--- config.mk ---
export PLATFORM = sky130hd
export DESIGN_NAME = asram_ctrl
export DESIGN_NICKNAME = d
export VERILOG_FILES = /design/src/rtl/asram_pkg.sv /design/src/rtl/asram_seq.sv /design/src/rtl/asram_dpath.sv /design/src/rtl/asram_ctrl.sv
export SDC_FILE = /design/constraint.sdc
export NUM_CORES = 1
export LEC_CHECK = 0
export ABC_AREA = 1
export BUFFER_PORTS_ARGS = -buffer_cell sky130_fd_sc_hd__buf_2
export CAP_MARGIN = 30
export CORE_AREA = 2 2 73 75
export CTS_CLUSTER_DIAMETER = 100
export CTS_CLUSTER_SIZE = 12
export DETAILED_ROUTE_END_ITERATION = 12
export DIE_AREA = 0 0 75 77
export PLACE_DENSITY_LB_ADDON = 0.08
export SYNTH_ARGS = -nofsm -noshare
export SYNTH_HDL_FRONTEND = slang
export SYNTH_HIERARCHICAL = 1
export SYNTH_SLANG_ARGS = --single-unit
export TNS_END_PERCENT = 20
--- constraint.sdc ---
create_clock -name clk -period 1.4 [get_ports clk]
set_input_delay 0.07 -clock clk [delete_from_list [all_inputs] [get_ports clk]]
set_output_delay 0.07 -clock clk [all_outputs]
set_load 0.1 [all_outputs]
--- src/rtl/asram_pkg.sv ---
package asram_pkg;

    typedef enum logic [2:0] {
        ST_IDLE,
        ST_READ,
        ST_WSETUP,
        ST_WPULSE,
        ST_WRECOV
    } asram_state_e;

    typedef struct packed {
        logic cs_n;
        logic oe_n;
        logic we_n;
        logic drive;
    } asram_strobe_t;

    localparam asram_strobe_t STROBE_IDLE = '{cs_n: 1'b1, oe_n: 1'b1, we_n: 1'b1, drive: 1'b0};

    // Whole cycles covering a time in ns, never fewer than one.
    function automatic int ns_to_cycles(input int t_ns, input int clk_ns);
        int c;
        c = (t_ns + clk_ns - 1) / clk_ns;
        if (c < 1) c = 1;
        return c;
    endfunction

    function automatic int imax(input int a, input int b);
        return (a > b) ? a : b;
    endfunction

    function automatic int count_width(input int n);
        return (n < 2) ? 1 : $clog2(n);
    endfunction

    function automatic asram_strobe_t strobe_for(input asram_state_e s);
        asram_strobe_t r;
        r = STROBE_IDLE;
        case (s)
            ST_READ:   begin r.cs_n = 1'b0; r.oe_n = 1'b0; end
            ST_WSETUP: begin r.cs_n = 1'b0; end
            ST_WPULSE: begin r.cs_n = 1'b0; r.we_n = 1'b0; r.drive = 1'b1; end
            ST_WRECOV: begin r.cs_n = 1'b0; r.drive = 1'b1; end
            default:   r = STROBE_IDLE;
        endcase
        return r;
    endfunction

endpackage

--- src/rtl/asram_seq.sv ---
module asram_seq
    import asram_pkg::*;
#(
    parameter int RD_CYC  = 2,
    parameter int WP_CYC  = 1,
    parameter int REC_CYC = 1,
    parameter int CNT_W   = 1
) (
    input  logic          clk,
    input  logic          rst,
    input  logic          req_valid,
    input  logic          req_write,
    output logic          req_ready,
    output logic          accept,
    output logic          capture,
    output logic          rsp_valid,
    output asram_strobe_t strobe
);

    asram_state_e  st_q, st_d;
    logic [CNT_W-1:0] cnt_q, cnt_d;
    asram_strobe_t strobe_q;
    logic          rvalid_q;

    assign req_ready = (st_q == ST_IDLE);
    assign strobe    = strobe_q;
    assign rsp_valid = rvalid_q;

    always_comb begin
        st_d    = st_q;
        cnt_d   = cnt_q;
        accept  = 1'b0;
        capture = 1'b0;
        case (st_q)
            ST_IDLE: begin
                if (req_valid) begin
                    accept = 1'b1;
                    if (req_write) begin
                        st_d  = ST_WSETUP;
                        cnt_d = '0;
                    end else begin
                        st_d  = ST_READ;
                        cnt_d = CNT_W'(RD_CYC - 1);
                    end
                end
            end
            ST_READ: begin
                if (cnt_q == '0) begin
                    capture = 1'b1;
                    st_d    = ST_IDLE;
                end else begin
                    cnt_d = cnt_q - 1'b1;
                end
            end
            ST_WSETUP: begin
                st_d  = ST_WPULSE;
                cnt_d = CNT_W'(WP_CYC - 1);
            end
            ST_WPULSE: begin
                if (cnt_q == '0) begin
                    st_d  = ST_WRECOV;
                    cnt_d = CNT_W'(REC_CYC - 1);
                end else begin
                    cnt_d = cnt_q - 1'b1;
                end
            end
            ST_WRECOV: begin
                if (cnt_q == '0) st_d = ST_IDLE;
                else             cnt_d = cnt_q - 1'b1;
            end
            default: st_d = ST_IDLE;
        endcase
    end

    // Strobes are registered from the next state so the pins never glitch.
    always_ff @(posedge clk) begin
        if (rst) begin
            st_q     <= ST_IDLE;
            cnt_q    <= '0;
            strobe_q <= STROBE_IDLE;
            rvalid_q <= 1'b0;
        end else begin
            st_q     <= st_d;
            cnt_q    <= cnt_d;
            strobe_q <= strobe_for(st_d);
            rvalid_q <= capture;
        end
    end

    AST_NO_BUS_FIGHT: assert property (@(posedge clk) disable iff (rst)
        strobe_q.drive |-> strobe_q.oe_n);
    AST_DRIVE_AFTER_OE_HIGH: assert property (@(posedge clk) disable iff (rst)
        $rose(strobe_q.drive) |-> ($past(strobe_q.oe_n) && !strobe_q.cs_n));
    AST_WE_UNDER_CS: assert property (@(posedge clk) disable iff (rst)
        !strobe_q.we_n |-> !strobe_q.cs_n);
    AST_OE_HIGH_IN_PULSE: assert property (@(posedge clk) disable iff (rst)
        !strobe_q.we_n |-> strobe_q.oe_n);
    AST_RVALID_ONE_CYCLE: assert property (@(posedge clk) disable iff (rst)
        rvalid_q |=> !rvalid_q);
    AST_READY_MEANS_IDLE: assert property (@(posedge clk) disable iff (rst)
        req_ready |-> (strobe_q.cs_n && strobe_q.we_n && !strobe_q.drive));

endmodule

--- src/rtl/asram_dpath.sv ---
module asram_dpath #(
    parameter int ADDR_W = 17,
    parameter int DATA_W = 8
) (
    input  logic              clk,
    input  logic              rst,
    input  logic              accept,
    input  logic              capture,
    input  logic [ADDR_W-1:0] req_addr,
    input  logic [DATA_W-1:0] req_wdata,
    input  logic [DATA_W-1:0] mem_dq_in,
    output logic [ADDR_W-1:0] mem_addr,
    output logic [DATA_W-1:0] mem_dq_out,
    output logic [DATA_W-1:0] rsp_rdata
);

    logic [ADDR_W-1:0] addr_q;
    logic [DATA_W-1:0] wdata_q;
    logic [DATA_W-1:0] rdata_q;

    always_ff @(posedge clk) begin
        if (rst) begin
            addr_q  <= '0;
            wdata_q <= '0;
            rdata_q <= '0;
        end else begin
            if (accept) begin
                addr_q  <= req_addr;
                wdata_q <= req_wdata;
            end
            if (capture) rdata_q <= mem_dq_in;
        end
    end

    assign mem_addr   = addr_q;
    assign mem_dq_out = wdata_q;
    assign rsp_rdata  = rdata_q;

endmodule

--- src/rtl/asram_ctrl.sv ---
module asram_ctrl
    import asram_pkg::*;
#(
    parameter int ADDR_W   = 17,
    parameter int DATA_W   = 8,
    parameter int CLK_NS   = 10,
    parameter int T_RC_NS  = 12,
    parameter int T_AA_NS  = 12,
    parameter int T_ACS_NS = 12,
    parameter int T_OE_NS  = 6,
    parameter int T_WC_NS  = 12,
    parameter int T_WP_NS  = 8,
    parameter int T_DW_NS  = 6,
    parameter int T_DH_NS  = 0,
    parameter int T_WR_NS  = 0
) (
    input  logic              clk,
    input  logic              rst,
    input  logic              req_valid,
    output logic              req_ready,
    input  logic              req_write,
    input  logic [ADDR_W-1:0] req_addr,
    input  logic [DATA_W-1:0] req_wdata,
    output logic              rsp_valid,
    output logic [DATA_W-1:0] rsp_rdata,
    output logic [ADDR_W-1:0] mem_addr,
    output logic [DATA_W-1:0] mem_dq_out,
    input  logic [DATA_W-1:0] mem_dq_in,
    output logic              mem_dq_drive,
    output logic              mem_cs_n,
    output logic              mem_oe_n,
    output logic              mem_we_n
);

    localparam int RD_CYC  = imax(imax(ns_to_cycles(T_RC_NS, CLK_NS), ns_to_cycles(T_AA_NS, CLK_NS)),
                                  imax(ns_to_cycles(T_ACS_NS, CLK_NS), ns_to_cycles(T_OE_NS, CLK_NS)));
    localparam int WP_CYC  = imax(ns_to_cycles(T_WP_NS, CLK_NS), ns_to_cycles(T_DW_NS, CLK_NS));
    localparam int WC_CYC  = ns_to_cycles(T_WC_NS, CLK_NS);
    localparam int HLD_CYC = imax(ns_to_cycles(T_WR_NS, CLK_NS), ns_to_cycles(T_DH_NS, CLK_NS));
    localparam int REC_CYC = imax(HLD_CYC, WC_CYC - 1 - WP_CYC);
    localparam int CNT_W   = count_width(imax(RD_CYC, imax(WP_CYC, REC_CYC)));

    logic          accept;
    logic          capture;
    asram_strobe_t strobe;

    asram_seq #(
        .RD_CYC (RD_CYC),
        .WP_CYC (WP_CYC),
        .REC_CYC(REC_CYC),
        .CNT_W  (CNT_W)
    ) i_seq (
        .clk      (clk),
        .rst      (rst),
        .req_valid(req_valid),
        .req_write(req_write),
        .req_ready(req_ready),
        .accept   (accept),
        .capture  (capture),
        .rsp_valid(rsp_valid),
        .strobe   (strobe)
    );

    asram_dpath #(
        .ADDR_W(ADDR_W),
        .DATA_W(DATA_W)
    ) i_dpath (
        .clk       (clk),
        .rst       (rst),
        .accept    (accept),
        .capture   (capture),
        .req_addr  (req_addr),
        .req_wdata (req_wdata),
        .mem_dq_in (mem_dq_in),
        .mem_addr  (mem_addr),
        .mem_dq_out(mem_dq_out),
        .rsp_rdata (rsp_rdata)
    );

    assign mem_cs_n     = strobe.cs_n;
    assign mem_oe_n     = strobe.oe_n;
    assign mem_we_n     = strobe.we_n;
    assign mem_dq_drive = strobe.drive;

endmodule

==> parameters.txt <==
Parameter                              Value

STA
  Unrepaired setup endpoints after global routing    no
  Final setup violation count    0
  Crit share post-route    90.4%
  Hold Vio Cnt, Final    0
  Tightest Pin Transition    0.570 ns
  Minimum clock period    1.27 ns
  Final sum of negative setup slack    0 ns
  Worst setup skew after layout    0.00332 ns
  Max-slew violation total from the final report    0
  Highest clock rate    790 MHz
  Min setup slack post-route    0.134 ns
  Worst rel slew slack    61.9%

Setup path
  Top Family by Delay on Critical Path    buffers and inverters
  WP data required    1.33 ns
  Slowest Stage Delay on Critical Path    0.34 ns
  CP startpoint kind    register
  CP bufs+invs    3
  Maximum fanout along the worst path    5
  Critical Path, Cell by Cell    inv_1, nand2_2, inv_1, buf_12
  Critical Path Slowest Stage Cell    sky130_fd_sc_hd__dfxtp_1
  Type of element capturing the critical path    primary output
  CP most frequent cell    sky130_fd_sc_hd__inv_1
  Path type of the worst setup path    register to primary output
  Arrival @ worst endpoint    1.20 ns

Clocking
  Depth of the CTS H-tree    2
  Quantity of gates resized following cts    0
  Latest clock arrival within the worst-skew pair    0.29 ns
  Clock tree from TritonCTS    yes
  # Post-CTS Setup Buffers    0
  Quantity of hold-fixing buffers added after cts    0
  Maximum buffer depth of the clock tree    2
  Number of buffers added by the clock tree synthesis step    5
  Root buf cell    sky130_fd_sc_hd__clkbuf_8
  CTS clock-pin slew for the worst setup and hold paths    0.07 ns
  Total clock sinks    42

Routing
  Vias after detailed routing    1,657
  DR iter-0 viols    61
  Vias per Instance    4.04
  DRT Pass-1 Iters    4
  Number of nets still failing antenna checks after routing    0
  DR WL/cell    8.90 µm
  Wire length reported by the detailed router    3650 µm
  DRC violation count after routing    0

GRT
  Met1 Resource Use GR    14.9%
  Vias in the first global route    1,372
  Met3 demand-to-capacity share in global routing    5.52%
  Largest net degree at the start of global routing    34
  Most crowded layer after global routing    met2
  Wire length of the first global-routing pass    5870 µm
  Antenna violations before repair    0
  All-Layer GR Usage    13.0%
  Total global routing overflow    0
  Met2 track utilization from global routing    21.0%

Die
  Core area    0.00498 mm²
  Die width    75 µm
  Number of placement rows    26
  I/O Pins    76
  Starting density of the core    36.5%
  Total die area    0.00578 mm²
  Die height    77 µm

Logic synthesis
  Warnings, synthesis    6
  Mapped Area    0.00182 mm²
  Fraction of the yosys area taken by sequential cells    46.3%
  Mapped Cells    264
  Unique cell type count in the Yosys netlist    18
  Mapped Nets    301
  Post-synthesis area per instance    6.88 µm²
  Register bit total from synthesis    42

Layout
  Number of nets at the end of the flow    376
  Storage cell area    841 µm²
  Layout overhead on the synthesized area    29.2%
  Number of cells in the finished layout apart from fillers    410
  Layout cell share with drive strength beyond 1    33.5%
  Fill cell instance count of the final layout    539
  Number of antenna repair diodes    0
  Combined area of the multi-input logic cells    722 µm²

Place
  DP Wirelength    2620 µm
  Port Buffers    75
  Worst slack after detailed placement    0.125 ns
  Final GP Congestion    0.746
  Post-placement cell count    402

Power
  P per Cell Area    2200 mW/mm²
  Max VDD drop    0.910 mV
  Cell leakage power    0.00132 µW

Run
  Number of maximum-capacitance constraint violations    0

Outcome
  Run status    completed

Hold path
  Type of the most critical hold path    input pin to register
==> cell families after synthesis <==
kind of cell           Yosys count  synth area share, %
AND/OR/NAND/NOR                161                 37.7
flip-flops                      42                 46.3
buffers and inverters           56                 14.7
AO/OA/AOI/OAI                    5                 1.38
==> power breakdown <==
part	switching, µW	internal [µW]	total [µW]
clock network	381	398	779
registers	112	1440	1550
logic	2280	544	2830
total	2780	2380	5150
==> per-layer routing <==
metal,vias to the layer above,part of all wire [%],wire length (µm)
met5,-,0,0
met4,0,1.6,57
met3,5,8.0,292
met2,48,47,1700
met1,705,44,1600
li1,899,-,-
==> through the flow <==
stage,instance area (µm²),power [µW],utilization (%),hold WS [ns]
finish,2350,5150,47.2,0.0497
global route,2350,5450,47.2,0.0506
CTS,2340,5230,47.1,0.0340
detailed placement,2250,4410,45.2,0.359
global placement,2250,4400,45.2,0.353
floorplan,1820,4010,-,0.139
==> worst register-to-register path: stages (launching register included) <==
cell and delay [ns]:
sky130_fd_sc_hd__dfxtp_1 0.38, sky130_fd_sc_hd__inv_1 0.10, sky130_fd_sc_hd__nor2_4 0.12, sky130_fd_sc_hd__inv_1 0.08, sky130_fd_sc_hd__nor3_2 0.13, sky130_fd_sc_hd__buf_6 0.18
sky130_fd_sc_hd__nand2_1 0.07, sky130_fd_sc_hd__nand2_1 0.05, sky130_fd_sc_hd__nor2_1 0.05
==> synthesized netlist by cell type (all sizes together) <==
| library cell | number | area share (%) |
|---|---|---|
| nor2 | 78 | 20 |
| nand2 | 77 | 16 |
| inv | 45 | 9.3 |
| dfxtp | 42 | 46 |
| buf | 11 | 5.4 |
| o21ai | 4 | 1.1 |
| nand3 | 2 | 0.55 |
| a21oi | 1 | 0.28 |
| nand3b | 1 | 0.41 |
| nand4 | 1 | 0.34 |
| nor3 | 1 | 0.28 |
| nor4 | 1 | 0.34 |
==> flip-flops by register name, summed over array words and instances (netlist names) <==
register            flops
i_dpath/mem_dq_out      8
i_seq/rsp_valid         1
i_seq/strobe            4
i_seq/cnt_q             1
i_seq/st_q              3
i_dpath/rsp_rdata       8
i_dpath/mem_addr       17
==> cells in the final DEF (no fill, tap or decap), drive strengths merged <==
master,n
buf,79
nor2,78
nand2,77
inv,45
dfxtp,42
clkbuf,7
o21ai,4
nand3,2
clkinv,1
nor3,1
nand4,1
nand3b,1
a21oi,1
nor4,1
==> path summary, 6_finish.rpt <==
kind / start / endpoint / slack [ns] / cells after the start
setup reg to reg: i_seq/st_q[0] / i_dpath/rsp_rdata[2] / 0.14 / 8
setup / recovery: i_seq/st_q[2] / req_ready / 0.13 / 4
hold / removal: rst / i_seq/cnt_q / 0.05 / 2
hold reg to reg: i_dpath/rsp_rdata[3] / i_dpath/rsp_rdata[3] / 0.47 / 2
==> cell type report <==
cell class	instances	area share, %
inverter	45	7.20
multi-input combinational	166	30.8
clock buffer	7	3.68
sequential	42	35.8
timing repair buffer	79	18.6
clock inverter	1	0.213
tap	70	3.73
No activity file was read; power rests on OpenSTA's default activity.
